File: config.mk
export PLATFORM = sky130hd
export DESIGN_NAME = pt_walker
export DESIGN_NICKNAME = d
export VERILOG_FILES = /design/src/rtl/pt_walker_pkg.sv /design/src/rtl/pt_base_reg.sv /design/src/rtl/pt_entry_dec.sv /design/src/rtl/pt_walk_fsm.sv /design/src/rtl/pt_walker.sv
export SDC_FILE = /design/constraint.sdc
export NUM_CORES = 1
export LEC_CHECK = 0
export ABC_AREA = 1
export BUFFER_PORTS_ARGS = -buffer_cell sky130_fd_sc_hd__buf_2
export CORE_MARGIN = 4
export CORE_UTILIZATION = 52
export DETAILED_ROUTE_END_ITERATION = 8
export HOLD_SLACK_MARGIN = 0.08
export PLACE_DENSITY = 0.77
export SLEW_MARGIN = 20
export SYNTH_ARGS = -nofsm -noshare
export SYNTH_HDL_FRONTEND = slang
export SYNTH_SLANG_ARGS = --single-unit
File: constraint.sdc
create_clock -name clk -period 2.92 [get_ports clk]
set_input_delay 0.146 -clock clk [delete_from_list [all_inputs] [get_ports clk]]
set_output_delay 0.146 -clock clk [all_outputs]
set_load 0.005 [all_outputs]
File: src/rtl/pt_walker_pkg.sv
package pt_walker_pkg;
  typedef enum logic [2:0] {
    ST_IDLE     = 3'd0,
    ST_RD_DIR   = 3'd1,
    ST_WAIT_DIR = 3'd2,
    ST_RD_TBL   = 3'd3,
    ST_WAIT_TBL = 3'd4,
    ST_DONE     = 3'd5
  } walk_state_e;
endpackage

File: src/rtl/pt_base_reg.sv
module pt_base_reg #(
  parameter int AW = 32
) (
  input  logic          clk,
  input  logic          rst_n,
  input  logic          load,
  input  logic [AW-1:0] value,
  output logic [AW-1:0] base
);
  always_ff @(posedge clk) begin
    if (!rst_n)    base <= '0;
    else if (load) base <= value;
  end
endmodule

File: src/rtl/pt_entry_dec.sv
module pt_entry_dec #(
  parameter int AW        = 32,
  parameter int OFF_W     = 12,
  parameter int TBL_W     = 10,
  parameter int VALID_BIT = 0,
  parameter int LARGE_BIT = 7
) (
  input  logic [AW-1:0] entry,
  input  logic [AW-1:0] vaddr,
  output logic          ent_valid,
  output logic          ent_large,
  output logic [AW-1:0] tbl_addr,
  output logic [AW-1:0] small_pa,
  output logic [AW-1:0] large_pa
);
  localparam int BIG_OFF = OFF_W + TBL_W;
  localparam int STRIDE  = 2;

  logic [AW-1:0] frame_base;
  logic [AW-1:0] tbl_off;

  always_comb begin
    ent_valid  = entry[VALID_BIT];
    ent_large  = entry[LARGE_BIT];
    frame_base = {entry[AW-1:OFF_W], {OFF_W{1'b0}}};
    tbl_off    = AW'(vaddr[BIG_OFF-1:OFF_W]) << STRIDE;
    tbl_addr   = frame_base + tbl_off;
    small_pa   = {entry[AW-1:OFF_W], vaddr[OFF_W-1:0]};
    large_pa   = {entry[AW-1:BIG_OFF], vaddr[BIG_OFF-1:0]};
  end
endmodule

File: src/rtl/pt_walk_fsm.sv
module pt_walk_fsm
  import pt_walker_pkg::*;
#(
  parameter int AW = 32
) (
  input  logic          clk,
  input  logic          rst_n,
  input  logic          req_valid,
  input  logic [AW-1:0] req_vaddr,
  input  logic [AW-1:0] dir_addr,
  output logic          req_ready,
  output logic [AW-1:0] vaddr_q,
  output logic          mem_req_valid,
  input  logic          mem_req_ready,
  output logic [AW-1:0] mem_req_addr,
  input  logic          mem_rsp_valid,
  output logic          mem_rsp_ready,
  input  logic          ent_valid,
  input  logic          ent_large,
  input  logic [AW-1:0] tbl_addr,
  input  logic [AW-1:0] small_pa,
  input  logic [AW-1:0] large_pa,
  output logic          res_valid,
  input  logic          res_ready,
  output logic [AW-1:0] res_paddr,
  output logic          res_fault,
  output logic          res_large
);
  walk_state_e   state;
  logic [AW-1:0] addr_q;

  always_ff @(posedge clk) begin
    if (!rst_n) begin
      state     <= ST_IDLE;
      vaddr_q   <= '0;
      addr_q    <= '0;
      res_paddr <= '0;
      res_fault <= 1'b0;
      res_large <= 1'b0;
    end else begin
      unique case (state)
        ST_IDLE: if (req_valid) begin
          vaddr_q <= req_vaddr;
          addr_q  <= dir_addr;
          state   <= ST_RD_DIR;
        end
        ST_RD_DIR: if (mem_req_ready) state <= ST_WAIT_DIR;
        ST_WAIT_DIR: if (mem_rsp_valid) begin
          if (!ent_valid) begin
            res_paddr <= '0;
            res_fault <= 1'b1;
            res_large <= 1'b0;
            state     <= ST_DONE;
          end else if (ent_large) begin
            res_paddr <= large_pa;
            res_fault <= 1'b0;
            res_large <= 1'b1;
            state     <= ST_DONE;
          end else begin
            addr_q <= tbl_addr;
            state  <= ST_RD_TBL;
          end
        end
        ST_RD_TBL: if (mem_req_ready) state <= ST_WAIT_TBL;
        ST_WAIT_TBL: if (mem_rsp_valid) begin
          res_paddr <= ent_valid ? small_pa : '0;
          res_fault <= !ent_valid;
          res_large <= 1'b0;
          state     <= ST_DONE;
        end
        ST_DONE: if (res_ready) state <= ST_IDLE;
        default: state <= ST_IDLE;
      endcase
    end
  end

  always_comb begin
    req_ready     = (state == ST_IDLE);
    mem_req_valid = (state == ST_RD_DIR) || (state == ST_RD_TBL);
    mem_rsp_ready = (state == ST_WAIT_DIR) || (state == ST_WAIT_TBL);
    res_valid     = (state == ST_DONE);
    mem_req_addr  = addr_q;
  end
endmodule

File: src/rtl/pt_walker.sv
module pt_walker #(
  parameter int AW        = 32,
  parameter int OFF_W     = 12,
  parameter int TBL_W     = 10,
  parameter int DIR_W     = 10,
  parameter int VALID_BIT = 0,
  parameter int LARGE_BIT = 7
) (
  input  logic          clk,
  input  logic          rst_n,
  input  logic          base_load,
  input  logic [AW-1:0] base_value,
  input  logic          req_valid,
  output logic          req_ready,
  input  logic [AW-1:0] req_vaddr,
  output logic          mem_req_valid,
  input  logic          mem_req_ready,
  output logic [AW-1:0] mem_req_addr,
  input  logic          mem_rsp_valid,
  output logic          mem_rsp_ready,
  input  logic [AW-1:0] mem_rsp_data,
  output logic          res_valid,
  input  logic          res_ready,
  output logic [AW-1:0] res_paddr,
  output logic          res_fault,
  output logic          res_large
);
  localparam int DIR_LO = OFF_W + TBL_W;
  localparam int STRIDE = 2;

  logic [AW-1:0] base_q;
  logic [AW-1:0] dir_addr;
  logic [AW-1:0] vaddr_q;
  logic          ent_valid;
  logic          ent_large;
  logic [AW-1:0] tbl_addr;
  logic [AW-1:0] small_pa;
  logic [AW-1:0] large_pa;

  pt_base_reg #(.AW(AW)) u_base (
    .clk(clk), .rst_n(rst_n), .load(base_load), .value(base_value), .base(base_q)
  );

  assign dir_addr = base_q + (AW'(req_vaddr[DIR_LO+DIR_W-1:DIR_LO]) << STRIDE);

  pt_entry_dec #(
    .AW(AW), .OFF_W(OFF_W), .TBL_W(TBL_W), .VALID_BIT(VALID_BIT), .LARGE_BIT(LARGE_BIT)
  ) u_dec (
    .entry(mem_rsp_data), .vaddr(vaddr_q), .ent_valid(ent_valid), .ent_large(ent_large),
    .tbl_addr(tbl_addr), .small_pa(small_pa), .large_pa(large_pa)
  );

  pt_walk_fsm #(.AW(AW)) u_fsm (
    .clk(clk), .rst_n(rst_n),
    .req_valid(req_valid), .req_vaddr(req_vaddr), .dir_addr(dir_addr),
    .req_ready(req_ready), .vaddr_q(vaddr_q),
    .mem_req_valid(mem_req_valid), .mem_req_ready(mem_req_ready), .mem_req_addr(mem_req_addr),
    .mem_rsp_valid(mem_rsp_valid), .mem_rsp_ready(mem_rsp_ready),
    .ent_valid(ent_valid), .ent_large(ent_large), .tbl_addr(tbl_addr),
    .small_pa(small_pa), .large_pa(large_pa),
    .res_valid(res_valid), .res_ready(res_ready), .res_paddr(res_paddr),
    .res_fault(res_fault), .res_large(res_large)
  );
endmodule

==> results of run 1 <==
worst register-to-register path: stages (launching register included):
cell and delay, ps:
dfxtp_1 450, inv_2 110, nand3_4 80, buf_4 370
nand2_1 190, nand3_1 350, buf_4 360, a22oi_1 140
nor2_1 130
registers in the layout (all words and copies together) (netlist names):
signal	cells
u_fsm.state	3
u_fsm.res_fault	1
u_fsm.mem_req_addr	32
u_fsm.res_paddr	32
u_base.base	32
u_fsm.vaddr_q	22
u_fsm.res_large	1
where the power goes:
part	switching (W)	total, W	internal (W)	leakage, nW
logic	0.00123	0.00193	0.000702	2.49
clock network	0.000755	0.00203	0.00127	0.273
registers	0.000204	0.00218	0.00198	1.01
cell type report:
class	instances	area, um^2
multi-input cells	611	2984
fillers	908	2934
flip-flops and latches	123	2462
repair buffers	243	1599
clock buffers	21	450.4
inverters	68	255.2
well taps	140	175.2
clock inverters	11	120.1
diodes	1	2.502
layout by cell type, fill, tap and decap left out, types with 9 or more instances in the layout:
cell type      synthesis  layout
a21oi_1               88      88
a21oi_2                9       9
a22oi_1               21      21
a31oi_1               15      15
buf_2                  8     162
buf_4                  4       9
clkbuf_16              0      17
dfxtp_1              123     123
dlygate4sd3_1          0      72
ha_1                  10      10
inv_1                 63      62
nand2_1              189     189
nand3_1               71      71
nor2_1               104     104
o21ai_0               72      72
metrics by stage:
| step | instances | cell area [um^2] |
|---|---|---|
| floorplan | 846 | 5907 |
| global placement | 1113 | 6755 |
| detailed placement | 1113 | 6755 |
| CTS | 1217 | 8046 |
| global route | 1218 | 8049 |
| finish | 1218 | 8049 |
layer usage:
metal / wire (um) / vias to the layer above
met5: 0 / -
met4: 528 / 0
met3: 1198 / 44
met2: 8754 / 246
met1: 7902 / 2913
li1: - / 3254
kinds of logic (layout without fill, tap and decap cells):
logic type,Yosys count,in the layout,share of synthesized area [%]
AO/OA/AOI/OAI,209,209,19.89
XOR/XNOR,4,4,0.5930
adder cells (fa/ha/maj),11,11,2.457
buffers and inverters,112,343,7.795
flip-flops,123,123,41.69
other,0,1,0
AND/OR/NAND/NOR,387,387,27.58
timing repair:
| item | CTS | global route |
|---|---|---|
| resized for setup | 0 | 0 |
| hold endpoints to repair | 81 | 0 |
| hold buffers | 72 | 0 |
worst paths after layout:
kind / start / to / slack [ps] / cells after the start
worst min register to register: u_fsm.mem_req_addr[1] / u_fsm.mem_req_addr[1] / 460 / 2
worst max-delay path: u_fsm.state[2] / u_fsm.res_paddr[24] / 680 / 8
worst min-delay path: mem_rsp_data[7] / u_fsm.state[1] / 110 / 4
worst max register to register: u_fsm.state[2] / u_fsm.res_paddr[24] / 680 / 8
==> results.yml, run 1 <==
outcome:
  status: "completed"
power:
  p_per_area_nw_per_um2: 762.9
  leakage_nw: 3.771
  total_power_w: 0.006140
  worst_ir_drop_vdd_v: 0.0006615
clock_network:
  post-cts-setup-buffer-count: 0
  cts_tree: "yes"
  cts-buffers-inserted: 17
  h-tree-depth: 4
  ctsLongestPathBuffers: 2
  path_clk_slew_ps: 60
  clock_latency_ps: 410
  clockRootBuffer: "clkbuf_16"
  cts_sinks: 123
placement:
  portBuffers: 162
  place_congestion: 0.9622
  post-place-ws_ps: 704.2
  hpwl_um: 12400
routing:
  wl_per_cell_um: 15.09
  wl_um: 18380
  drtIter0Drc: 591
  vias: 6457
  ant_nets: 0
  vias_per_cell: 5.301
  dr.pass1.iters: 5
  route.detailed.drc: 0
global_route:
  grt_pass1_vias: 6040
  antenna_found_initial: 1
  grt-busiest-layer: "met2"
  grt_use_total_pct: 28.20
  met1_usage_pct: 36.56
  grt_pass1_wl_um: 29570
  grt_use_met2_pct: 45.32
  grt_util_met3_pct: 6.131
  grt_overflow: 0
  grt_max_degree: 58
sta:
  maxSlewViolCount: 0
  setup_viol: 0
  timing.final.hold_violations: 0
  layout_min_cycle_time_ps: 2240
  skew_ps: 8.169
  whs_ps: 114.8
  maxSlewHeadroom_pct: 48.52
  clock.fmax_mhz: 446.4
  setup_tns_ps: 0
  rsz0062_at_grt: "false"
  finalWorstSetupSlack_ps: 679.9
  min_period_over_period_pct: 76.71
  tightest_slew_ps: 769.3
yosys:
  synth_top_area_share_pct: 41.69
  synth-edff-count: 0
  yosys-top-cells-area: "dfxtp_1, nand2_1, a21oi_1, nor2_1, o21ai_0"
  syn_nets: 960
  yosysSeqAreaShare_pct: 41.69
  synth_commonest_cells: "nand2_1, dfxtp_1, nor2_1, a21oi_1, o21ai_0"
  yosysWarningCount: 0
  synth_cells: 846
  synthDistinctLibCells: 33
  netlist_area_um2: 5907
  syn_avg_cell_area_um2: 6.982
  synth_top_area_cell: "dfxtp_1"
  yosysMostFrequentCell: "nand2_1"
  yosys_most_used_dff: "dfxtp_1"
  ys_ff_latch: 123
  synthArstFlopShare_pct: 0
die:
  fp.dieW_um: 114.6
  io_pins: 173
  fp.dieH_um: 114.6
  initial_core_util_pct: 53.78
  rows: 38
  die-area_um2: 13130
  coreArea_um2: 10980
worst_setup_path:
  crit_slowest_cell: "dfxtp_1"
  critPathMaxStageDelay_ps: 450
  worstPathMaxFanout: 36
  cp.required_ps: 3260
  crit_top_cell: "buf_4"
  arrival_ps: 2580
  crit_type: "reg2reg"
  path_buf_inv: 3
  path_cells: "inv_2, nand3_4, buf_4, nand2_1, nand3_1, buf_4, a22oi_1, nor2_1"
  critPathLaunchType: "flop"
  end_kind: "flop"
  cp_top_family: "buffers and inverters"
run:
  drv_cap: 0
hold_path:
  hp-class: "in2reg"
finish:
  drive_gt1_share_pct: 20.71
  final_util_pct: 73.29
  area_growth_pct: 36.26
  final_nets: 1178
(Power assumes the default switching activity.)
==> inputs of run 2 (changes only) <==
Clock period 2.92 ns to 2.26 ns, I/O delays scaled along.
==> results.yml, run 2 (synthesis results as in run 1) <==
outcome:
  status: "completed"
global_route:
  grt_use_total_pct: 28.90
  antenna_found_initial: 0
  grt_overflow: 0
  grt_pass1_vias: 6163
  grt_pass1_wl_um: 30220
  grt_max_degree: 67
worst_setup_path:
  path_cells: "ha_1, fa_1, nand3_1, nand3_1, nand2_1, nand3_1, nand2_1, nand2_1, nand2_1, nand3_1, nand2_1, a21oi_1"
  arrival_ps: 2350
  end_kind: "flop"
  crit_top_cell: "nand2_1"
  cp.required_ps: 2530
  worstPathMaxFanout: 4
  critPathLaunchType: "flop"
  crit_slowest_cell: "fa_1"
  crit_type: "reg2reg"
  critPathMaxStageDelay_ps: 450
sta:
  whs_ps: 110.3
  layout_min_cycle_time_ps: 2083
  timing.final.hold_violations: 0
  skew_ps: 7.823
  rsz0062_at_grt: "false"
  setup_viol: 0
  min_period_over_period_pct: 92.16
  setup_tns_ps: 0
  maxSlewHeadroom_pct: 52.61
  maxSlewViolCount: 0
  clock.fmax_mhz: 480.1
  tightest_slew_ps: 709.9
clock_network:
  cts_tree: "yes"
  ctsLongestPathBuffers: 2
  cts-buffers-inserted: 17
  clock_latency_ps: 410
  h-tree-depth: 4
  path_clk_slew_ps: 60
  cts_sinks: 123
  clockRootBuffer: "clkbuf_16"
die:
  initial_core_util_pct: 53.78
  coreArea_um2: 10980
  fp.dieH_um: 114.6
  die-area_um2: 13130
  io_pins: 173
  fp.dieW_um: 114.6
  rows: 38
routing:
  drtIter0Drc: 658
  vias: 6558
  route.detailed.drc: 0
  wl_um: 18710
  ant_nets: 0
  vias_per_cell: 5.345
  dr.pass1.iters: 5
  wl_per_cell_um: 15.25
power:
  leakage_nw: 3.843
  p_per_area_nw_per_um2: 1014
  worst_ir_drop_vdd_v: 0.0008774
placement:
  place_congestion: 0.9692
  portBuffers: 162
  hpwl_um: 12430
hold_path:
  hp-class: "in2reg"
finish:
  final_cell_mix: "nand2_1, buf_2, dfxtp_1, nor2_1, a21oi_1"
  drive_gt1_share_pct: 21.16
  diodes: 0
  final_nets: 1188
  area_growth_pct: 39.08
  fillCellCount: 829
  final_common_cell: "nand2_1"
run:
  drv_cap: 0
[run 2: cell types whose count changed in the layout (fill, tap and decap cells not counted), sizes merged]
cell,previous run,this run
bufinv,2,4
diode,1,0
clkinv,6,3
clkbuf,21,17
buf,171,175
dlygate4sd3,72,78
inv,68,73
[run 2: repair_timing]
action / CTS / global route
hold buffers: 78 / 0
hold endpoints to repair: 86 / 0
resized for setup: 0 / 0
buffers inserted: 0 / 0
[run 2: worst max-delay path, delay by kind of cell (launching register included)]
family | cells | cell delay (ps)
adders and majority gates | 2 | 680
and+or+nand+nor | 9 | 860
DFF | 1 | 310
AOI/OAI and AO/OA | 1 | 70
[run 2: worst paths after layout]
kind | slack (ps) | from | endpoint | depth (start not counted)
worst max register to register | 180 | u_base.base[2] | u_fsm.mem_req_addr[26] | 12
worst min register to register | 460 | u_fsm.mem_req_addr[0] | u_fsm.mem_req_addr[0] | 2
worst min-delay path | 110 | mem_rsp_data[0] | u_fsm.res_paddr[17] | 3
worst max-delay path | 180 | u_base.base[2] | u_fsm.mem_req_addr[26] | 12
[run 2: per-stage QoR]
step	util, %	instances	total power [W]	setup slack (ps)	instance area, um^2
5_1_grt	74.80	1227	0.008798	60.96	8215
4_1_cts	74.80	1227	0.008290	197.0	8215
6_report	74.80	1227	0.008328	177.2	8215
3_5_place_dp	61.89	1117	0.005266	216.7	6798
3_3_place_gp	61.89	1117	0.005225	268.5	6798
2_1_floorplan	-	846	0.004451	459.0	5907
[run 2: metal layers]
metal  wire length [um]  vias to the layer above  track usage, %
li1                   -                     3281               -
met1               8014                     2967           37.34
met2               8973                      275           48.51
met3               1324                       35           5.867
met4                401                        0           8.868
met5                  0                        -               0
[run 2: cell type report]
type,count,area [um^2],area share (%)
well taps,140,175.2,2.132
multi-input cells,611,2984,36.32
clock buffers,17,425.4,5.178
repair buffers,253,1702,20.71
clock inverters,15,211.5,2.574
flip-flops and latches,123,2462,29.97
inverters,68,255.2,3.107
[run 2: power breakdown]
group | internal (W) | total, W | switching [W] | leakage (nW)
sequential | 0.00255 | 0.00283 | 0.000275 | 1.01
clock | 0.00187 | 0.00294 | 0.00107 | 0.303
combinational | 0.000943 | 0.00256 | 0.00162 | 2.53
total | 0.00537 | 0.00833 | 0.00296 | 3.84
